File: src/rtl/i2cs_stat_pkg.sv
package i2cs_stat_pkg;

  localparam int STAT_W  = 6;
  localparam int BIT_BF  = 0;
  localparam int BIT_UA  = 1;
  localparam int BIT_RW  = 2;
  localparam int BIT_STA = 3;
  localparam int BIT_STO = 4;
  localparam int BIT_DA  = 5;

  typedef struct packed {
    logic da;
    logic sto;
    logic sta;
    logic rw;
    logic ua;
    logic bf;
  } stat_t;

  // SDA falls while SCL is held high across both samples
  function automatic logic f_is_start(input logic c_prev, input logic d_prev,
                                      input logic c_now, input logic d_now);
    return c_prev & c_now & d_prev & ~d_now;
  endfunction

  // SDA rises while SCL is held high across both samples
  function automatic logic f_is_stop(input logic c_prev, input logic d_prev,
                                     input logic c_now, input logic d_now);
    return c_prev & c_now & ~d_prev & d_now;
  endfunction

  function automatic logic [STAT_W-1:0] f_pack(input stat_t s);
    return s;
  endfunction

endpackage

File: src/rtl/i2cs_line_watch.sv
module i2cs_line_watch
  import i2cs_stat_pkg::*;
(
  input  logic clk,
  input  logic rst_n,
  input  logic en_i,
  input  logic scl_i,
  input  logic sda_i,
  output logic start_o,
  output logic stop_o
);

  logic scl_q, sda_q;

  // previous line levels; idle bus is high
  always_ff @(posedge clk or negedge rst_n) begin
    if (!rst_n) begin
      scl_q <= 1'b1;
      sda_q <= 1'b1;
    end else begin
      scl_q <= scl_i;
      sda_q <= sda_i;
    end
  end

  assign start_o = en_i & f_is_start(scl_q, sda_q, scl_i, sda_i);
  assign stop_o  = en_i & f_is_stop (scl_q, sda_q, scl_i, sda_i);

  AST_NO_COND_SCL_LOW: assert property (@(posedge clk) disable iff (!rst_n)
    !scl_i |-> (!start_o && !stop_o));

endmodule

File: src/rtl/i2cs_addr_seq.sv
module i2cs_addr_seq #(
  parameter int MATCH_PHASES = 2
) (
  input  logic clk,
  input  logic rst_n,
  input  logic en_i,
  input  logic ten_bit_i,
  input  logic stop_i,
  input  logic addr_match_i,
  input  logic host_addr_wr_i,
  output logic ua_o
);

  localparam int PH_W = $clog2(MATCH_PHASES + 1);

  logic [PH_W-1:0] phase_q;
  logic            early_match;
  logic            ua_set;

  assign early_match = (phase_q < PH_W'(MATCH_PHASES));
  assign ua_set      = en_i & ten_bit_i & addr_match_i & early_match;

  // count address matches since the last STOP, saturating
  always_ff @(posedge clk or negedge rst_n) begin
    if (!rst_n)                        phase_q <= '0;
    else if (!en_i || stop_i)          phase_q <= '0;
    else if (addr_match_i && early_match) phase_q <= phase_q + PH_W'(1);
  end

  always_ff @(posedge clk or negedge rst_n) begin
    if (!rst_n)              ua_o <= 1'b0;
    else if (!en_i)          ua_o <= 1'b0;
    else if (ua_set)         ua_o <= 1'b1;
    else if (host_addr_wr_i) ua_o <= 1'b0;
  end

  AST_UA_NEEDS_10B: assert property (@(posedge clk) disable iff (!rst_n)
    (!ten_bit_i && !ua_o) |=> !ua_o);

  AST_UA_HOST_CLEAR: assert property (@(posedge clk) disable iff (!rst_n)
    (en_i && host_addr_wr_i && !addr_match_i) |=> !ua_o);

endmodule

File: src/rtl/i2cs_buf_track.sv
module i2cs_buf_track (
  input  logic clk,
  input  logic rst_n,
  input  logic en_i,
  input  logic start_i,
  input  logic stop_i,
  input  logic addr_match_i,
  input  logic rw_bit_i,
  input  logic byte_done_i,
  input  logic buf_load_i,
  input  logic buf_read_i,
  output logic bf_o
);

  logic xfer_rd_q;
  logic rx_fill, tx_drain;

  // transfer direction held from the address match to the next bus condition
  always_ff @(posedge clk or negedge rst_n) begin
    if (!rst_n)                 xfer_rd_q <= 1'b0;
    else if (!en_i)             xfer_rd_q <= 1'b0;
    else if (addr_match_i)      xfer_rd_q <= rw_bit_i;
    else if (start_i || stop_i) xfer_rd_q <= 1'b0;
  end

  assign rx_fill  = byte_done_i & ~xfer_rd_q;
  assign tx_drain = byte_done_i &  xfer_rd_q;

  always_ff @(posedge clk or negedge rst_n) begin
    if (!rst_n)                      bf_o <= 1'b0;
    else if (!en_i)                  bf_o <= 1'b0;
    else if (rx_fill || buf_load_i)  bf_o <= 1'b1;
    else if (tx_drain || buf_read_i) bf_o <= 1'b0;
  end

  AST_BF_RX_WINS: assert property (@(posedge clk) disable iff (!rst_n)
    (en_i && byte_done_i && !xfer_rd_q) |=> bf_o);

  AST_BF_TX_DONE: assert property (@(posedge clk) disable iff (!rst_n)
    (en_i && byte_done_i && xfer_rd_q && !buf_load_i) |=> !bf_o);

endmodule

File: src/rtl/i2cs_status_track.sv
module i2cs_status_track
  import i2cs_stat_pkg::*;
#(
  parameter int MATCH_PHASES = 2
) (
  input  logic              clk,
  input  logic              rst_n,
  input  logic              en_i,
  input  logic              scl_i,
  input  logic              sda_i,
  input  logic              ten_bit_i,
  input  logic              addr_match_i,
  input  logic              rw_bit_i,
  input  logic              byte_done_i,
  input  logic              ack_i,
  input  logic              buf_load_i,
  input  logic              buf_read_i,
  input  logic              host_addr_wr_i,
  output logic [STAT_W-1:0] status_o
);

  logic start_evt, stop_evt;
  logic sta_q, sto_q, da_q, rw_q;
  logic ua_w, bf_w;
  stat_t stat;

  i2cs_line_watch u_line (
    .clk     (clk),
    .rst_n   (rst_n),
    .en_i    (en_i),
    .scl_i   (scl_i),
    .sda_i   (sda_i),
    .start_o (start_evt),
    .stop_o  (stop_evt)
  );

  i2cs_addr_seq #(.MATCH_PHASES(MATCH_PHASES)) u_addr (
    .clk            (clk),
    .rst_n          (rst_n),
    .en_i           (en_i),
    .ten_bit_i      (ten_bit_i),
    .stop_i         (stop_evt),
    .addr_match_i   (addr_match_i),
    .host_addr_wr_i (host_addr_wr_i),
    .ua_o           (ua_w)
  );

  i2cs_buf_track u_buf (
    .clk          (clk),
    .rst_n        (rst_n),
    .en_i         (en_i),
    .start_i      (start_evt),
    .stop_i       (stop_evt),
    .addr_match_i (addr_match_i),
    .rw_bit_i     (rw_bit_i),
    .byte_done_i  (byte_done_i),
    .buf_load_i   (buf_load_i),
    .buf_read_i   (buf_read_i),
    .bf_o         (bf_w)
  );

  // most recent bus condition: each one clears the other
  always_ff @(posedge clk or negedge rst_n) begin
    if (!rst_n) begin
      sta_q <= 1'b0;
      sto_q <= 1'b0;
    end else if (!en_i) begin
      sta_q <= 1'b0;
      sto_q <= 1'b0;
    end else if (start_evt) begin
      sta_q <= 1'b1;
      sto_q <= 1'b0;
    end else if (stop_evt) begin
      sta_q <= 1'b0;
      sto_q <= 1'b1;
    end
  end

  always_ff @(posedge clk or negedge rst_n) begin
    if (!rst_n)                     da_q <= 1'b0;
    else if (!en_i)                 da_q <= 1'b0;
    else if (start_evt || addr_match_i) da_q <= 1'b0;
    else if (byte_done_i)           da_q <= 1'b1;
  end

  always_ff @(posedge clk or negedge rst_n) begin
    if (!rst_n)                                 rw_q <= 1'b0;
    else if (!en_i)                             rw_q <= 1'b0;
    else if (addr_match_i)                      rw_q <= rw_bit_i;
    else if (start_evt || stop_evt || ack_i)    rw_q <= 1'b0;
  end

  always_comb begin
    stat.da  = da_q;
    stat.sto = sto_q;
    stat.sta = sta_q;
    stat.rw  = rw_q;
    stat.ua  = ua_w;
    stat.bf  = bf_w;
  end

  assign status_o = f_pack(stat);

  AST_START_SETS: assert property (@(posedge clk) disable iff (!rst_n)
    start_evt |=> (status_o[BIT_STA] && !status_o[BIT_STO]));

  AST_STOP_SETS: assert property (@(posedge clk) disable iff (!rst_n)
    stop_evt |=> (status_o[BIT_STO] && !status_o[BIT_STA]));

  AST_COND_EXCL: assert property (@(posedge clk) disable iff (!rst_n)
    !(status_o[BIT_STA] && status_o[BIT_STO]));

  AST_DA_DATA: assert property (@(posedge clk) disable iff (!rst_n)
    (en_i && byte_done_i && !addr_match_i && !start_evt) |=> status_o[BIT_DA]);

  AST_RW_DROP: assert property (@(posedge clk) disable iff (!rst_n)
    (en_i && !addr_match_i && (start_evt || stop_evt || ack_i)) |=> !status_o[BIT_RW]);

  AST_OFF_CLEAR: assert property (@(posedge clk) disable iff (!rst_n)
    !en_i |=> (status_o == '0));

endmodule

File: config.mk
export PLATFORM = sky130hd
export DESIGN_NAME = i2cs_status_track
export DESIGN_NICKNAME = d
export VERILOG_FILES = /design/src/rtl/i2cs_stat_pkg.sv /design/src/rtl/i2cs_line_watch.sv /design/src/rtl/i2cs_addr_seq.sv /design/src/rtl/i2cs_buf_track.sv /design/src/rtl/i2cs_status_track.sv
export SDC_FILE = /design/constraint.sdc
export NUM_CORES = 1
export LEC_CHECK = 0
export BUFFER_PORTS_ARGS = -buffer_cell sky130_fd_sc_hd__buf_2
export CAP_MARGIN = 40
export CORE_AREA = 10 10 47 49
export DETAILED_ROUTE_END_ITERATION = 8
export DIE_AREA = 0 0 57 59
export PLACE_DENSITY = 0.73
export RECOVER_POWER = 50
export SYNTH_ARGS = -nofsm -noshare
export SYNTH_HDL_FRONTEND = slang
export SYNTH_SLANG_ARGS = --single-unit
File: constraint.sdc
create_clock -name clk -period 1.1 [get_ports clk]
set_input_delay 0 -clock clk [delete_from_list [all_inputs] [get_ports clk]]
set_output_delay 0 -clock clk [all_outputs]
set_load 0.005 [all_outputs]
== Yosys cells after proc, flatten, opt, wreduce, memory -nomap -nowiden ==
Cells that the tools add are included.
Operators by class
  add/sub/neg operators: 1
  $mul: 0
  divide/modulo/power cells: 0
  order comparisons: 1
  equality and inequality tests: 6
  shifts and indexed selects: 0
  multiplexer cells: 23
  bitwise logic cells: 15
  reduce and logical (&&, ||, !) cells: 9
Operator list (number)
  two-way mux 1 bit: 21
  != test 3 x 1 -> 1 bit, second input constant: 6
  bitwise AND 1 bit: 12
  logical OR 1 bit: 6
  two-way mux 2 bit: 2
  NOT 1 bit: 3
  adder 2 x 1 -> 2 bit, second input constant: 1
  < comparator 2 bit, second input constant: 1
  nonzero test 2 bit: 1
  logical AND 1 bit: 1
  logical NOT 1 bit: 1
Storage, ports and cells
  register bits after elaboration: 11
  bits in latches: 0
  bits in writable memories: 0
  ROM bits: 0
  output and inout bits: 6
  logic and storage cells: 65
  memories: 0

== Depth between registers and ports, before layout ==
  word-level depth: 9
  mapped depth: 3
  mapped depth without buffers: 3

== Modules after synthesis ==
A second synthesis with hierarchy kept.
Unflattened totals
  cell total of the unflattened synthesis: 46
  area, all modules: 523.0 µm²
Modules (own cells, without submodules)
  i2cs_status_track: instances 1, cells each 21, area an instance 207.7 µm², sequential area each 100.1 µm²
  i2cs_addr_seq: instances 1, cells each 12, area an instance 133.9 µm², sequential area each 75.1 µm²
  i2cs_buf_track: instances 1, cells each 8, area an instance 93.8 µm², sequential area each 50.0 µm²
  i2cs_line_watch: instances 1, cells each 5, area an instance 87.6 µm², sequential area each 52.6 µm²

== Worst setup path before layout ==
No wires, ideal clock.
  kind: register to register
  start point: register u_line.sda_q
  end point: register sto_q
  library setup time: 124 ps
  data arrival time: 830 ps
  required time: 976 ps
  slack: 146 ps
  stages on the path, launching flop included: 4
  path buffers: 0
  period minus slack after synthesis: 954 ps
  cell sequence: dfstp_2 > nand4b_1 > nand2_1 > a21boi_2
On the way
  cells in the longest elaborated chain, start to end: 5
  elaborated cells on any way between the ends: 10
  those cells by class: eq/ne (1); mux (2); bitwise (7)
RTL lines
  from (decl): RTL line i2cs_line_watch.sv:13  | logic scl_q, sda_q;
  from (signal assigned): RTL line i2cs_line_watch.sv:22  | sda_q <= sda_i;
  NOT 1 bit or bitwise AND 1 bit (tied branches): RTL line i2cs_stat_pkg.sv:29, i2cs_stat_pkg.sv:23
  bitwise AND 1 bit (on tied branches): RTL line i2cs_stat_pkg.sv:29, i2cs_stat_pkg.sv:23
  bitwise AND 1 bit (on tied branches): RTL line i2cs_stat_pkg.sv:29, i2cs_line_watch.sv:26
  bitwise AND 1 bit or two-way mux 1 bit (tied branches): RTL line i2cs_line_watch.sv:27, i2cs_status_track.sv:70
  != test 3 x 1 -> 1 bit (no source line) or two-way mux 1 bit (tied branches)
  to (signal assigned): RTL line i2cs_status_track.sv:66  | sto_q <= 1'b0;
  to (signal assigned): RTL line i2cs_status_track.sv:69  | sto_q <= 1'b0;
  to (signal assigned): RTL line i2cs_status_track.sv:72  | sto_q <= 1'b0;
  to (decl): RTL line i2cs_status_track.sv:23  | logic sta_q, sto_q, da_q, rw_q;
Several ways; a longest one is shown, not always the timed one.
A chain may end at the register's enable or synchronous reset.

== Worst setup path in the final report ==
Same ends and word-level chain as after synthesis.

==> results by group <==
Worst setup path
  – Critical path origin: u_line.sda_q
  – Crit path launch type: register
  – Worst r2r src: u_line.sda_q
  – Setup CP Type: register to register
  – RR Endpoint: sto_q
  – CP required: 1.26 ns
  – Crit. End Element: register
  – Worst setup endpoint: sto_q
  – Reg2reg path depth: 3
  – Worst Path Arrival: roughly 1.2 ns
  – Crit-path max FO: 3
  – Reg2reg setup slack: between 0.06 and 0.07 ns

Timing
  – WHS: roughly 0.012 ns
  – Worst Skew: ~0.0028 ns
  – Slew Viols, Final: 0
  – Final hold vios: 0
  – Crit share post-route: 0.940
  – Slew @ Worst Pin: 0.541 ns
  – Tmin final: around 1.0 ns
  – Unrepaired setup endpoints after global routing: no
  – Top achievable clock speed: slightly below 1000 MHz
  – Setup TNS: 0 ns
  – Final setup vio count: 0
  – Slew Limit Headroom: 0.639

CTS
  – Clk sinks: 11
  – CTS root buf: clkbuf_4
  – Clk Latency, worst-skew pair: approximately 0.27 ns
  – CTS tree: yes
  – Clk pin slew, worst setup/hold paths: around 0.070 ns
  – Htree depth: 1
  – TritonCTS Buffers: 3
  – CTS max path bufs: 2

Floorplanning
  – Die ar.: 0.00336 mm²
  – Die width: roughly 57 µm
  – Core footprint: approximately 0.0014 mm²
  – Cell Rows: 14
  – # IOs: 19
  – Initial Utilization: 0.359
  – Die H: roughly 59 µm

Routing
  – Drt total wl: 999 µm
  – Initial drt markers: 8
  – DRC: 0
  – Drt wl/cell: about 12 µm
  – Drt pass-1 iters: 4
  – Via Count: roughly 400
  – Vias per Instance: around 4.8
  – Antenna viol nets, final: 0

Global routing
  – Number of global-route vias before repair: 400
  – Grt total ovfl: 0
  – Largest net degree at the start of global routing: 12
  – Initial antenna violation count: 0
  – GRT Total Usage: 0.0645
  – First-pass GRT wire length: about 1.7 mm

Power and ir drop
  – Worst vdd ir: 0.000675 V
  – Reg power frac: 0.531
  – Total power: ~0.00084 W
  – Net Sw Power: 0.000204 W
  – P_leak: between 0.3 and 0.4 nW
  – Internal power: 0.000632 W
  – Clock power share: 0.329
  – Power Density: 1260 mW/mm²
  – Combinational share of power: 0.140
  – Net Sw Frac: 0.244

Run status
  – Status: finished clean

Yosys
  – Post-Synth XOR/XNOR Area: 0.0348
  – Synth Area in Simple Gates: 0.177
  – Post-synthesis async set-or-reset flop share: 1.00
  – Post-Syn Area: 503 µm²
  – Mean Syn Cell Area: roughly 11 µm²
  – Synth Area in Compound Gates: 0.139
  – Syn Inst Count: 45
  – Syn nets: 58
  – Share of the yosys chip area belonging to registers: 0.552
  – Mux cell area share after synthesis: 0
  – Yosys cell types: 18
  – FF+latch count, synth: 11
  – Number of synthesized flops with an enable pin: 0
  – Ys flop type: dfrtp_1
  – Adder-cell share of the synthesized area: 0
  – Largest family of logic cells by synthesized area: simple AND/OR/NAND/NOR gates
  – YS warnings: 0

Layout
  – Share of cells above drive strength 1: 0.353
  – Area growth syn-to-layout: 31.6%
  – Nets@finish: 82
  – Most frequent cells in the layout: 15 x buf_2, 9 x dfrtp_1, 7 x dlygate4sd3_1
  – Fill cell count: around 140
  – Area of the multi-input gates: between 150 and 200 µm²
  – Seq. cell area: between 200 and 300 µm²
  – Most common cell after layout, fill and taps aside: buf_2
  – Antenna diodes: 0
  – Design area: ~660 µm²

Placed design
  – DPL Wire Length: 796 µm
  – Placer Congestion: 0.721
  – Placed instance area: between 500 and 600 µm²
  – IO buf count: 18

Run
  – MaxCap Viol Count: 0

Worst hold path
  – Hold Path Class: primary input to register
## repair_timing
action | CTS | global route
gates resized for setup | 0 | 0
setup buffers | 0 | 0
hold buffers | 7 | 0
hold endpoints to repair | 17 | 0
## synth_stat cells (2+ instances only)
library cell,number,area [µm²]
a21boi_2,2,22.5
a21oi_1,2,10.0
and2b_1,2,15.0
buf_4,6,45.0
dfrtp_1,9,225
dfstp_2,2,52.6
nand2_1,4,15.0
nand4b_1,2,17.5
nor2_1,3,11.3
nor2b_1,3,18.8
o21ai_1,2,10.0
xnor2_1,2,17.5
## critical path, cell delays in order, from the launching register on
cell and delay [ns]:
dfstp_2 0.55, nand4b_1 0.19, nand2_1 0.14, a21boi_2 0.06
## power groups by stage
stage / clock [W] / sequential [W] / combinational (W)
6_report: 0.000275 / 0.000444 / 0.000117
3_3_place_gp: 0 / 0.000450 / 0.0000997
4_1_cts: 0.000292 / 0.000444 / 0.000121
2_1_floorplan: 0 / 0.000449 / 0.0000640
3_5_place_dp: 0 / 0.000452 / 0.000101
5_1_grt: 0.000304 / 0.000447 / 0.000131
## layer usage
metal | GRT usage | wire (µm) | part of all wire
met4 | 0.0604 | 29 | 0.029
met3 | 0.0300 | 80 | 0.080
met2 | 0.0992 | 511 | 0.51
met5 | 0 | 0 | 0
met1 | 0.0633 | 377 | 0.38
## flip-flops by register name, summed over array words and instances, names as in the netlist
| register | flops |
|---|---|
| sta_q | 1 |
| u_addr.phase_q | 2 |
| u_buf.xfer_rd_q | 1 |
| sto_q | 1 |
| rw_q | 1 |
| u_line.scl_q | 1 |
| u_buf.bf_o | 1 |
| u_line.sda_q | 1 |
| u_addr.ua_o | 1 |
| da_q | 1 |
## final cells by class
type,count,area share
multi-input combinational,27,0.267
tap,16,0.0302
clock buffer,3,0.0340
sequential,11,0.420
timing repair buffer,25,0.236
inverter,1,0.00567
clock inverter,1,0.00756
## how the worst min path moves through the flow
stage	from	endpoint	slack, ns	cells after the start
CTS	byte_done_i	da_q	0.005	2
floorplan	rst_n	da_q	-0.30	0
global placement	rst_n	u_buf.bf_o	-0.12	1
global route	byte_done_i	da_q	0.02	2
detailed placement	rst_n	da_q	-0.12	1
finish	byte_done_i	da_q	0.01	2
## kinds of logic after synthesis
kind of cell           count (synthesis)
flip-flops                            11
AND/OR/NAND/NOR                       16
XOR/XNOR                               2
AO/OA/AOI/OAI                          9
buffers and inverters                  7
## stage by stage
step / cells / utilization / worst slack (ns)
final: 84 / 0.472 / 0.0658
after global routing: 84 / 0.472 / 0.00312
after CTS: 84 / 0.475 / 0.0587
after detailed placement: 73 / 0.405 / 0.0739
after global placement: 73 / 0.405 / 0.0897
after floorplan: 45 / - / 0.146
No activity file was read; power rests on OpenSTA's default activity.
